File: src/rtl/lcd_wr_pkg.sv
package lcd_wr_pkg;

  // Strobes from the sequencing control to the bus datapath.
  typedef struct packed {
    logic capture;   // take the request and present its upper nibble
    logic loadHigh;  // present the upper nibble again
    logic loadLow;   // present the lower nibble
    logic raiseE;
    logic dropE;
  } wrStrobes_t;

  typedef enum logic [1:0] {
    PH_IDLE,
    PH_SETUP,
    PH_STROBE,
    PH_TAIL
  } wrPhase_t;

  // Nanoseconds to whole clock cycles, rounded up, never below one.
  function automatic int nsToCycles(real clkHz, int ns);
    int c;
    c = int'($ceil(real'(ns) * clkHz / 1.0e9));
    return (c < 1) ? 1 : c;
  endfunction

endpackage

File: src/rtl/lcd_wr_datapath.sv
module lcd_wr_datapath
  import lcd_wr_pkg::*;
(
  input  logic       clk,
  input  logic       rst,
  input  wrStrobes_t stb,
  input  logic [7:0] inByte,
  input  logic       inRs,
  output logic       lcdE,
  output logic       lcdRs,
  output logic [7:0] lcdDq
);

  logic [7:0] byteQ;
  logic [3:0] nibQ;
  logic       rsQ;
  logic       eQ;

  always_ff @(posedge clk) begin
    if (rst) begin
      byteQ <= '0;
      nibQ  <= '0;
      rsQ   <= 1'b0;
      eQ    <= 1'b0;
    end else begin
      if (stb.capture) begin
        byteQ <= inByte;
        rsQ   <= inRs;
        nibQ  <= inByte[7:4];
      end else if (stb.loadHigh) begin
        nibQ  <= byteQ[7:4];
      end else if (stb.loadLow) begin
        nibQ  <= byteQ[3:0];
      end

      if (stb.raiseE)     eQ <= 1'b1;
      else if (stb.dropE) eQ <= 1'b0;
    end
  end

  assign lcdE  = eQ;
  assign lcdRs = rsQ;
  assign lcdDq = {nibQ, 4'b0000};

endmodule

File: src/rtl/lcd_wr_ctrl.sv
module lcd_wr_ctrl
  import lcd_wr_pkg::*;
#(
  parameter int SETUP_CYC = 5,
  parameter int PULSE_CYC = 32,
  parameter int TAIL_CYC  = 31
) (
  input  logic       clk,
  input  logic       rst,
  input  logic       wrEn,
  input  logic       wrFnSet,
  output wrStrobes_t stb,
  output logic       done
);

  localparam int MAX_SP  = (SETUP_CYC > PULSE_CYC) ? SETUP_CYC : PULSE_CYC;
  localparam int MAX_CYC = (MAX_SP > TAIL_CYC) ? MAX_SP : TAIL_CYC;
  localparam int CNT_W   = $clog2(MAX_CYC + 1);

  localparam logic [CNT_W-1:0] SETUP_LD = CNT_W'(SETUP_CYC - 1);
  localparam logic [CNT_W-1:0] PULSE_LD = CNT_W'(PULSE_CYC - 1);
  localparam logic [CNT_W-1:0] TAIL_LD  = CNT_W'(TAIL_CYC - 1);

  wrPhase_t         phase;
  logic [CNT_W-1:0] cnt;
  logic [1:0]       idx;
  logic [1:0]       lastIdx;
  logic             doneQ;

  logic       cntZero;
  logic       lastNib;
  logic [1:0] nextIdx;

  assign cntZero = (cnt == '0);
  assign lastNib = (idx == lastIdx);
  assign nextIdx = idx + 2'd1;

  always_comb begin
    stb = '0;
    unique case (phase)
      PH_IDLE:   stb.capture = wrEn;
      PH_SETUP:  stb.raiseE  = cntZero;
      PH_STROBE: stb.dropE   = cntZero;
      PH_TAIL: begin
        if (cntZero && !lastNib) begin
          if (nextIdx == lastIdx) stb.loadLow  = 1'b1;
          else                    stb.loadHigh = 1'b1;
        end
      end
      default: stb = '0;
    endcase
  end

  always_ff @(posedge clk) begin
    if (rst) begin
      phase   <= PH_IDLE;
      cnt     <= '0;
      idx     <= '0;
      lastIdx <= '0;
      doneQ   <= 1'b0;
    end else begin
      doneQ <= 1'b0;
      unique case (phase)
        PH_IDLE: begin
          if (wrEn) begin
            phase   <= PH_SETUP;
            cnt     <= SETUP_LD;
            idx     <= 2'd0;
            lastIdx <= wrFnSet ? 2'd2 : 2'd1;
          end
        end
        PH_SETUP: begin
          if (cntZero) begin
            phase <= PH_STROBE;
            cnt   <= PULSE_LD;
          end else begin
            cnt <= cnt - 1'b1;
          end
        end
        PH_STROBE: begin
          if (cntZero) begin
            phase <= PH_TAIL;
            cnt   <= TAIL_LD;
          end else begin
            cnt <= cnt - 1'b1;
          end
        end
        PH_TAIL: begin
          if (cntZero) begin
            if (lastNib) begin
              phase <= PH_IDLE;
              doneQ <= 1'b1;
            end else begin
              phase <= PH_SETUP;
              cnt   <= SETUP_LD;
              idx   <= nextIdx;
            end
          end else begin
            cnt <= cnt - 1'b1;
          end
        end
        default: phase <= PH_IDLE;
      endcase
    end
  end

  assign done = doneQ;

endmodule

File: src/rtl/lcd_nibble_writer.sv
module lcd_nibble_writer
  import lcd_wr_pkg::*;
#(
  parameter real CLK_FREQ_HZ = 125.0e6,
  parameter int  T_SETUP_NS  = 40,
  parameter int  T_PULSE_NS  = 250,
  parameter int  T_CYCLE_NS  = 500
) (
  input  logic       clk,
  input  logic       rst,
  input  logic       wrEn,
  input  logic [7:0] wrByte,
  input  logic       wrRs,
  input  logic       wrFnSet,
  output logic       done,
  output logic       lcdE,
  output logic       lcdRs,
  output logic [7:0] lcdDq
);

  localparam int SETUP_CYC = nsToCycles(CLK_FREQ_HZ, T_SETUP_NS);
  localparam int PULSE_CYC = nsToCycles(CLK_FREQ_HZ, T_PULSE_NS);
  localparam int CYCLE_CYC = nsToCycles(CLK_FREQ_HZ, T_CYCLE_NS);
  localparam int TAIL_CYC  = (CYCLE_CYC > PULSE_CYC) ? (CYCLE_CYC - PULSE_CYC) : 1;

  wrStrobes_t stb;

  lcd_wr_ctrl #(
    .SETUP_CYC (SETUP_CYC),
    .PULSE_CYC (PULSE_CYC),
    .TAIL_CYC  (TAIL_CYC)
  ) u_ctrl (
    .clk     (clk),
    .rst     (rst),
    .wrEn    (wrEn),
    .wrFnSet (wrFnSet),
    .stb     (stb),
    .done    (done)
  );

  lcd_wr_datapath u_dp (
    .clk    (clk),
    .rst    (rst),
    .stb    (stb),
    .inByte (wrByte),
    .inRs   (wrRs),
    .lcdE   (lcdE),
    .lcdRs  (lcdRs),
    .lcdDq  (lcdDq)
  );

endmodule

File: config.mk
export PLATFORM = sky130hd
export DESIGN_NAME = lcd_nibble_writer
export DESIGN_NICKNAME = d
export VERILOG_FILES = /design/src/rtl/lcd_wr_pkg.sv /design/src/rtl/lcd_wr_datapath.sv /design/src/rtl/lcd_wr_ctrl.sv /design/src/rtl/lcd_nibble_writer.sv
export SDC_FILE = /design/constraint.sdc
export NUM_CORES = 1
export LEC_CHECK = 0
export BUFFER_PORTS_ARGS = -buffer_cell sky130_fd_sc_hd__buf_2
export CAP_MARGIN = 20
export CORE_UTILIZATION = 40
export DETAILED_ROUTE_END_ITERATION = 8
export GPL_TIMING_DRIVEN = 0
export HOLD_SLACK_MARGIN = 0.08
export SYNTH_ARGS = -nofsm -noshare
export SYNTH_HDL_FRONTEND = slang
export SYNTH_SLANG_ARGS = --single-unit
File: constraint.sdc
create_clock -name clk -period 2.24 [get_ports clk]
set_input_delay 0.112 -clock clk [delete_from_list [all_inputs] [get_ports clk]]
set_output_delay 0.112 -clock clk [all_outputs]
set_load 0.01 [all_outputs]
==> results of run 1 <==
metrics by stage:
| step | std cells | area (um^2) | hold slack [ps] | power [mW] |
|---|---|---|---|---|
| after floorplan | 182 | 1555 | 248.0 | 1.473 |
| after global routing | 260 | 1829 | 89.68 | 2.198 |
| after detailed placement | 249 | 1710 | 364.0 | 1.741 |
| final | 260 | 1829 | 100.3 | 2.035 |
| after CTS | 259 | 1819 | 86.69 | 2.042 |
| after global placement | 249 | 1710 | 353.4 | 1.706 |
per-layer routing:
metal / global-route usage (%) / vias to the layer above / share of wire [%]
met2: 35.77 / 26 / 50
li1: - / 700 / -
met3: 3.214 / 6 / 2.8
met5: 0 / - / 0
met1: 23.96 / 663 / 46
met4: 8.611 / 0 / 1.3
final cells by class:
type / instances / area (um^2) / share of cell area, %
Clock buffer: 3 / 41.29 / 2.257
Sequential cell: 27 / 540.5 / 29.55
Multi-Input combinational cell: 137 / 923.4 / 50.48
Timing Repair Buffer: 26 / 165.2 / 9.029
Inverter: 5 / 18.77 / 1.026
Clock inverter: 1 / 7.507 / 0.4104
Tap cell: 48 / 60.06 / 3.283
Buffer: 13 / 72.57 / 3.967
cells by family after synthesis:
logic type | synth area share (%)
and+or+nand+nor | 25.37
AOI/OAI and AO/OA | 20.18
DFF | 35.01
buffers and inverters | 5.916
adders and majority gates | 4.862
muxes | 3.242
xor gates and xnor gates | 5.187
other | 0.2429
worst paths after layout:
check	start	to	slack (ps)
setup / recovery	u_ctrl.cnt[0]	u_ctrl.cnt[2]	440
hold / removal	wrByte[7]	u_dp.byteQ[7]	100
setup reg to reg	u_ctrl.cnt[0]	u_ctrl.cnt[2]	440
hold reg to reg	u_dp.byteQ[2]	u_dp.byteQ[2]	460
Yosys cell counts, drive strengths merged, types with 3 or more instances:
cell	count	area (um^2)
nand2	31	118.9
dfxtp	27	540.5
a21oi	17	85.08
nor2	10	37.54
buf	9	57.56
ha	6	75.07
o21ai	6	30.02
inv	5	18.77
mux2i	5	50.05
nor3	5	30.03
clkbuf	4	15.01
nor2b	4	25.02
o221ai	4	35.03
or4b	4	40.04
a41o	3	31.28
nand3b	3	22.52
xnor2	3	71.32
worst reg2reg max path: stages, from the launching register on:
cell and delay (ps):
dfxtp_1 360, inv_1 90, ha_1 220, nor2b_1 440, and2_1 190, buf_4 150, nor3_1 60, nor4b_2 220
registers in the layout, indices dropped and copies added (netlist names):
signal / count
u_ctrl.idx: 2
u_dp.nibQ: 4
u_dp.byteQ: 8
u_ctrl.cnt: 6
u_dp.lcdRs: 1
u_ctrl.done: 1
u_ctrl.phase: 2
u_dp.lcdE: 1
u_ctrl.lastIdx: 2
power by group through the flow:
| stage | Combinational (mW) | Clock (mW) | Sequential [mW] |
|---|---|---|---|
| after floorplan | 0.783 | 0 | 0.690 |
| after global placement | 1.02 | 0 | 0.689 |
| after global routing | 1.17 | 0.323 | 0.703 |
| after CTS | 1.06 | 0.297 | 0.686 |
| final | 1.06 | 0.288 | 0.686 |
| after detailed placement | 1.04 | 0 | 0.698 |
==> results.tsv, run 1 <==
metric	value	unit
Final #Nets	232	
vias in the first global route	1441	
initial antenna violation count	0	
register share of total power	33.7	%
Post-synth ARST share	0	%
Die ar.	4113	um^2
period utilization	80.56	%
Setup TNS Final	0	ps
share of cells above drive strength 1	19.81	%
gr usage total	20.20	%
Clk Latency, worst-skew pair	280	ps
setup violators final	0	
# Max-Cap Violations	0	
RSZ-0062 raised after global routing	false	
critical path peak fanout	7	
# diodes	0	
Top Family by Delay on Critical Path	simple AND/OR/NAND/NOR gates	
Startpoint Class	flop	
Mapped Area	1544	um^2
Post-synth EDFFs	0	
Post-CTS Resized	0	
FF-to-FF path depth	7	
#FFs+latches synth	27	
Post-Route WL	3632	um
hold crit path type	primary input to flop	
Leak	0.7185	nW
Arr. time, crit path	2000	ps
combinational fraction of design power	52.2	%
Hold Vio Cnt, Final	0	
H-tree depth	1	
routability cong.	0.8381	
hold path depth	3	
clk slew on worst S/H paths	100	ps
Final Util	49.59	%
Slew Viols, Final	0	
Max Fclk	0.5542	GHz
commonest non-fill, non-tap cell in the layout	nand2_1	
synth warn	0	
first-pass GRT wire length	6430	um
Vias	1395	
net switching power figure	0.8963	mW
worst rel slew slack	61.91	%
Switching Share	44.03	%
worst vdd ir	401.5	uV
most frequent cells in the layout	nand2_1, dfxtp_1, buf_2, a21oi_1, nor2_1	
Die H	64.13	um
antenna viol nets, final	0	
crit path cell chain	inv_1, ha_1, nor2b_1, and2_1, buf_4, nor3_1, nor4b_2	
DPL Wire Length	2737	um
outcome	completed	
Pwr Density	1113	nW/um^2
CTS root buf	clkbuf_8	
Clk pwr share	14.2	%
P&R area growth vs syn	18.48	%
CP Class	flop to flop	
Place WS	452.0	ps
CTS max path bufs	2	
num ports	24	
final setup margin	435.5	ps
port bufs	19	
CTS Buf Count	3	
Post-Syn Instances	179	
clock sink total	27	
Stages on worst setup path	7	
DR pass1 iterations	4	
Worst Skew	4.971	ps
Critical-path top delay cell	nor2b_1	
Pint	1.139	mW
synth unique cells	52	
Avg Cell Area, Syn	8.626	um^2
initial drt markers	63	
critical path capture point type	flop	
CTS Hold Bufs	6	
site row count	22	
Critical path buffers and inverters	2	
starting density of the core	41.86	%
Worst-Margin Slew	568.2	ps
DR DRC count	0	
Core ar.	3689	um^2
delay of the slowest critical-path stage	430	ps
post-synthesis sequential area ratio	35.01	%
Critical Path RT	2430	ps
Primary FF master, synth	dfxtp_1	
WL/cell	13.97	um
TritonCTS clock tree	done	
fin crit period	1804	ps
largest net degree at the start of global routing	17	
Post-CTS Setup Bufs	0	
Die Wd	64.13	um
Fillers	378	
DR vias/cell	5.365	
Congestion Overflow GR	0	
Power figures use the tool's default switching activity.
==> inputs of run 2 (changes only) <==
==> constraint.sdc (replaced) <==
create_clock -name clk -period 1.8 [get_ports clk]
set_input_delay 0.09 -clock clk [delete_from_list [all_inputs] [get_ports clk]]
set_output_delay 0.09 -clock clk [all_outputs]
set_load 0.01 [all_outputs]
==> run 2 against run 1 <==
Register-to-register slack worse by 320 ps. Worst hold slack improved by 99 ps. Cell count is 0.77% higher. Setup slack got worse by 320 ps. Utilization up 1.1 points. Power up 26%. Die area stayed put. Sequential cell count unchanged. Critical path type unchanged.
==> results.tsv, run 2 (same netlist as run 1, synthesis figures left out) <==
metric	value	unit	change
RSZ-0062 raised after global routing	false		unchanged
Worst Skew	5.163	ps	was 4.971 ps
hold crit path type	primary input to flop		unchanged
Arr. time, crit path	1890	ps	was 2000 ps
clk slew on worst S/H paths	100	ps	about the same
worst vdd ir	508.6	uV	was 401.5 uV
# Max-Cap Violations	0		unchanged
Die Wd	64.13	um	unchanged
startpoint of the worst hold path	wrEn		was wrByte[7]
H-tree depth	1		unchanged
CP Class	flop to flop		unchanged
clock sink total	27		unchanged
Top Family by Delay on Critical Path	simple AND/OR/NAND/NOR gates		unchanged
site row count	22		unchanged
Pwr Density	1370	nW/um^2	was 1113 nW/um^2
outcome	completed		unchanged
share of cells above drive strength 1	21.50	%	was 19.81%
Hold Vio Cnt, Final	0		unchanged
routability cong.	0.8381		unchanged
Setup TNS Final	0	ps	unchanged
fin crit period	1687	ps	was 1804 ps
final setup margin	112.7	ps	was 435.5 ps
port bufs	19		unchanged
Die ar.	4113	um^2	unchanged
Place WS	12.00	ps	was 452.0 ps
worst hold path endpoint	u_ctrl.cnt[4]		was u_dp.byteQ[7]
hold path depth	3		unchanged
crit path from	u_ctrl.phase[0]		was u_ctrl.cnt[0]
Core ar.	3689	um^2	unchanged
CTS root buf	clkbuf_8		unchanged
Critical path buffers and inverters	2		unchanged
crit path cell chain	inv_1, ha_1, and2_1, clkbuf_1, or4b_1, o221ai_1		was inv_1, ha_1, nor2b_1, and2_1, buf_4, nor3_1, nor4b_2
Fillers	374		was 378
initial antenna violation count	0		unchanged
Die H	64.13	um	unchanged
critical path peak fanout	7		unchanged
Critical Path RT	2000	ps	was 2430 ps
Top reg by flops	u_dp.byteQ		unchanged
CTS max path bufs	2		unchanged
# diodes	0		unchanged
first-pass GRT wire length	6513	um	was 6430 um
reg2reg start	u_ctrl.phase[0]		was u_ctrl.cnt[0]
DR vias/cell	5.435		was 5.365
DR DRC count	0		unchanged
Largest register FFs	8		unchanged
Vias	1424		was 1395
delay of the slowest critical-path stage	540	ps	was 430 ps
leading registers by flop count	u_dp.byteQ: 8 flops, u_ctrl.cnt: 6 flops, u_dp.nibQ: 4 flops		unchanged
vias in the first global route	1468		was 1441
FF-to-FF path depth	6		was 7
gr usage total	20.50	%	was 20.20%
Worst R2R End	u_dp.nibQ[1]		was u_ctrl.cnt[2]
P&R area growth vs syn	21.07	%	was 18.48%
initial drt markers	79		was 63
register-to-register setup slack	110	ps	was 440 ps
Max Fclk	0.5927	GHz	was 0.5542 GHz
starting density of the core	41.86	%	unchanged
Congestion Overflow GR	0		unchanged
Post-CTS Setup Bufs	0		unchanged
Critical-path top delay cell	or4b_1		was nor2b_1
Worst-Margin Slew	554.1	ps	was 568.2 ps
Post-Route WL	3640	um	was 3632 um
num ports	24		unchanged
critical path capture point type	flop		unchanged
DR pass1 iterations	4		unchanged
period utilization	93.74	%	was 80.56%
setup violators final	0		unchanged
Leak	0.7456	nW	was 0.7185 nW
DPL Wire Length	2737	um	unchanged
Slew Viols, Final	0		unchanged
CTS Buf Count	3		unchanged
WL/cell	13.89	um	was 13.97 um
antenna viol nets, final	0		unchanged
Final #Nets	234		was 232
most frequent cells in the layout	nand2_1, dfxtp_1, buf_2, a21oi_1		was nand2_1, dfxtp_1, buf_2, a21oi_1, nor2_1
Startpoint Class	flop		unchanged
largest net degree at the start of global routing	17		unchanged
Design Power	2.562	mW	was 2.035 mW
Clk Latency, worst-skew pair	280	ps	about the same
worst rel slew slack	62.86	%	was 61.91%
TritonCTS clock tree	done		unchanged
commonest non-fill, non-tap cell in the layout	nand2_1		unchanged
run 2: worst max path at each step:
| stage | to | slack, ps | cells after the start |
|---|---|---|---|
| 5_1_grt | u_dp.nibQ[2] | 1 | 7 |
| 3_3_place_gp | u_ctrl.cnt[2] | 30 | 7 |
| 3_5_place_dp | u_ctrl.phase[0] | 10 | 6 |
| 2_1_floorplan | u_dp.nibQ[0] | 240 | 6 |
| 6_report | u_dp.nibQ[1] | 110 | 6 |
| 4_1_cts | u_ctrl.cnt[2] | 3 | 7 |
run 2: layer usage:
| layer | global-route usage [%] | vias to the layer above | share of wire (%) |
|---|---|---|---|
| met1 | 24.07 | 675 | 44 |
| met5 | 0 | - | 0 |
| met3 | 3.214 | 4 | 4.0 |
| li1 | - | 704 | - |
| met4 | 9.167 | 0 | 0.99 |
| met2 | 36.44 | 41 | 51 |
run 2: power breakdown:
group	internal (mW)	total, mW	leakage [nW]	switching, mW
sequential	0.739	0.858	0.222	0.120
clock	0.157	0.357	0.0217	0.200
combinational	0.550	1.35	0.502	0.797
total	1.45	2.56	0.746	1.12
run 2: final cells by class:
type | instances | area [um^2] | share of cell area (%)
clock inverters | 1 | 7.507 | 0.4016
clock buffers | 3 | 41.29 | 2.209
multi-input cells | 137 | 930.9 | 49.80
repair buffers | 29 | 195.2 | 10.44
inverters | 5 | 18.77 | 1.004
plain buffers | 12 | 72.57 | 3.882
well taps | 48 | 60.06 | 3.213
flip-flops and latches | 27 | 543.0 | 29.05
run 2: worst min-delay path, stage by stage:
cell      delay (ps)
buf_2            140
nand3b_1         140
a21oi_1           60
run 2: per-stage QoR:
step	utilization [%]	instances	area (um^2)	hold WS [ps]
6_report	50.68	262	1869	199.7
5_1_grt	50.68	262	1869	216.8
4_1_cts	50.41	263	1859	192.7
3_5_place_dp	46.37	249	1710	342.0
3_3_place_gp	46.37	249	1710	331.4
2_1_floorplan	-	182	1555	226.0
run 2: what timing repair did:
action / 4_1_cts / 5_1_grt
endpoints found under the hold margin: 10 / 0
hold buffers: 10 / 0
resized for setup: 0 / 8
endpoints found under the setup margin: 0 / 24
==> inputs of run 3 (changes only) <==
--- a/config.mk
+++ b/config.mk
@@ -7,10 +7,11 @@
 export LEC_CHECK = 0
 export BUFFER_PORTS_ARGS = -buffer_cell sky130_fd_sc_hd__buf_2
 export CAP_MARGIN = 20
-export CORE_UTILIZATION = 40
+export CORE_UTILIZATION = 45
 export DETAILED_ROUTE_END_ITERATION = 8
 export GPL_TIMING_DRIVEN = 0
 export HOLD_SLACK_MARGIN = 0.08
+export PLACE_DENSITY = 0.66
 export SYNTH_ARGS = -nofsm -noshare
 export SYNTH_HDL_FRONTEND = slang
 export SYNTH_SLANG_ARGS = --single-unit
==> run 3 against run 2 <==
Power is 3.7% lower. Global-route usage up 0.75 points. Setup slack gained 15 ps. Largest cell class unchanged. Critical path depth did not move. Die area fell by 11%. Cell count is 2.3% lower. Sequential power grew 0.8%.
==> results.tsv, run 3 (same netlist as run 1, synthesis figures left out) <==
metric	value	unit	change
register share of total power	35.1	%	was 33.5%
starting density of the core	48.97	%	was 41.86%
Die H	60.58	um	was 64.13 um
DPL Wire Length	2526	um	was 2737 um
Post-Route WL	3436	um	was 3640 um
Hold Vio Cnt, Final	0		unchanged
critical path peak fanout	7		unchanged
Pint	1.374	mW	was 1.445 mW
Met2 Wirelength	1733	um	was 1845 um
final cell count without fillers	256		was 262
combinational fraction of design power	54.2	%	was 52.5%
Clk Latency, worst-skew pair	330	ps	was 280 ps
vias in the first global route	1346		was 1468
delay of the slowest critical-path stage	380	ps	was 540 ps
# diodes	0		unchanged
worst vdd ir	620.4	uV	was 508.6 uV
Slew Viols, Final	0		unchanged
CP Class	flop to flop		unchanged
initial antenna violation count	0		unchanged
Top reg by flops	u_dp.byteQ		unchanged
crit path cell chain	inv_1, ha_1, nor2b_4, nand2_1, a22oi_1, a21oi_1		was inv_1, ha_1, and2_1, clkbuf_1, or4b_1, o221ai_1
multi-input gate area in the final layout	942.2	um^2	was 930.9 um^2
Leak	0.7366	nW	was 0.7456 nW
Critical-path top delay cell	dfxtp_1		was or4b_1
site row count	20		was 22
DP Area	1705	um^2	was 1710 um^2
num ports	24		unchanged
largest net degree at the start of global routing	15		was 17
net switching power figure	1.092	mW	was 1.116 mW
wl on met1	1542	um	was 1613 um
initial drt markers	52		was 79
Final #Nets	232		was 234
met3 wire len	122	um	was 144 um
placed cell count	245		was 249
H-tree depth	1		unchanged
Design Power	2.466	mW	was 2.562 mW
routability cong.	0.8270		was 0.8381
Fillers	309		was 374
Final Util	58.45	%	was 50.68%
CTS root buf	clkbuf_4		was clkbuf_8
DR DRC count	0		unchanged
period utilization	92.93	%	was 93.74%
Critical Path RT	2020	ps	was 2000 ps
setup violators final	0		unchanged
final non-filler cell area	1843	um^2	was 1869 um^2
Die ar.	3669	um^2	was 4113 um^2
WL/cell	13.42	um	was 13.89 um
Startpoint Class	flop		unchanged
Core ar.	3153	um^2	was 3689 um^2
CTS max path bufs	2		unchanged
RSZ-0062 raised after global routing	false		unchanged
Setup TNS Final	0	ps	unchanged
first-pass GRT wire length	5782	um	was 6513 um
outcome	completed		unchanged
hold slack	145.3	ps	was 199.7 ps
Die Wd	60.58	um	was 64.13 um
Worst Skew	10.90	ps	was 5.163 ps
register area	541.8	um^2	was 543.0 um^2
final setup margin	127.2	ps	was 112.7 ps
port bufs	19		unchanged
hold crit path type	primary input to flop		unchanged
Congestion Overflow GR	0		unchanged
Place WS	-71.36	ps	was 12.00 ps
Largest register FFs	8		unchanged
critical path capture point type	flop		unchanged
leading registers by flop count	u_dp.byteQ: 8 flops, u_ctrl.cnt: 6 flops, u_dp.nibQ: 4 flops		unchanged
# Max-Cap Violations	0		unchanged
CTS Buf Count	3		unchanged
Clk pwr share	10.8	%	was 13.9%
commonest non-fill, non-tap cell in the layout	nand2_1		unchanged
Pwr Density	1338	nW/um^2	was 1370 nW/um^2
clock sink total	27		unchanged
fin crit period	1673	ps	was 1687 ps
Vias	1393		was 1424
most frequent cells in the layout	nand2_1, dfxtp_1, buf_2, a21oi_1		unchanged
TritonCTS clock tree	done		unchanged
Switching Share	44.27	%	was 43.57%
Max Fclk	0.5978	GHz	was 0.5927 GHz
clk slew on worst S/H paths	150	ps	was 100 ps
Arr. time, crit path	1890	ps	about the same
top layer in use	met4		unchanged
DR pass1 iterations	4		unchanged
DR vias/cell	5.441		was 5.435
share of cells above drive strength 1	20.75	%	was 21.50%
P&R area growth vs syn	19.37	%	was 21.07%
antenna viol nets, final	0		unchanged
gr usage total	21.25	%	was 20.50%
run 3: cell types whose count changed in the layout (fill, tap and decap cells not counted), sizes merged:
cell	delta
clkbuf	-1
clkinvlp	-1
run 3: area by class of cell:
type                            instances  area share (%)
Inverter                                5           1.018
Tap cell                               44           2.987
Multi-Input combinational cell        137           51.12
Clock buffer                            4           1.426
Timing Repair Buffer                   29           10.59
Buffer                                 10           3.462
Sequential cell                        27           29.40
run 3: final timing paths:
kind                      start             to  slack (ps)  cells after the start
setup / recovery  u_ctrl.cnt[0]  u_ctrl.cnt[4]         130                      6
hold reg to reg   u_dp.byteQ[6]  u_dp.byteQ[6]         470                      2
hold / removal             wrEn  u_ctrl.cnt[4]         150                      3
setup reg to reg  u_ctrl.cnt[0]  u_ctrl.cnt[4]         130                      6
run 3: power by group through the flow:
stage	clock network, mW	logic, mW	registers, mW
2_1_floorplan	0	0.974	0.859
3_3_place_gp	0	1.26	0.856
3_5_place_dp	0	1.28	0.867
4_1_cts	0.275	1.31	0.854
5_1_grt	0.295	1.48	0.882
6_report	0.265	1.34	0.865
run 3: layer usage:
| metal | global-route usage [%] | vias up |
|---|---|---|
| met5 | 0 | - |
| met4 | 7.792 | 0 |
| met3 | 1.919 | 5 |
| met2 | 38.62 | 31 |
| met1 | 26.06 | 660 |
| li1 | - | 697 |
run 3: timing repair:
item,in CTS,in global routing
gates cloned,0,0
hold buffers,10,0
buffers inserted,0,0
resized for setup,1,5
hold endpoints to repair,14,0
setup endpoints to repair,4,22
run 3: worst max-delay path: cells and delay by family (launching register included):
kind                       cells  cell delay (ps)
AOI/OAI and AO/OA              2              460
and+or+nand+nor                2              400
buffers and inverters          1               90
adders and majority gates      1              230
DFF                            1              380
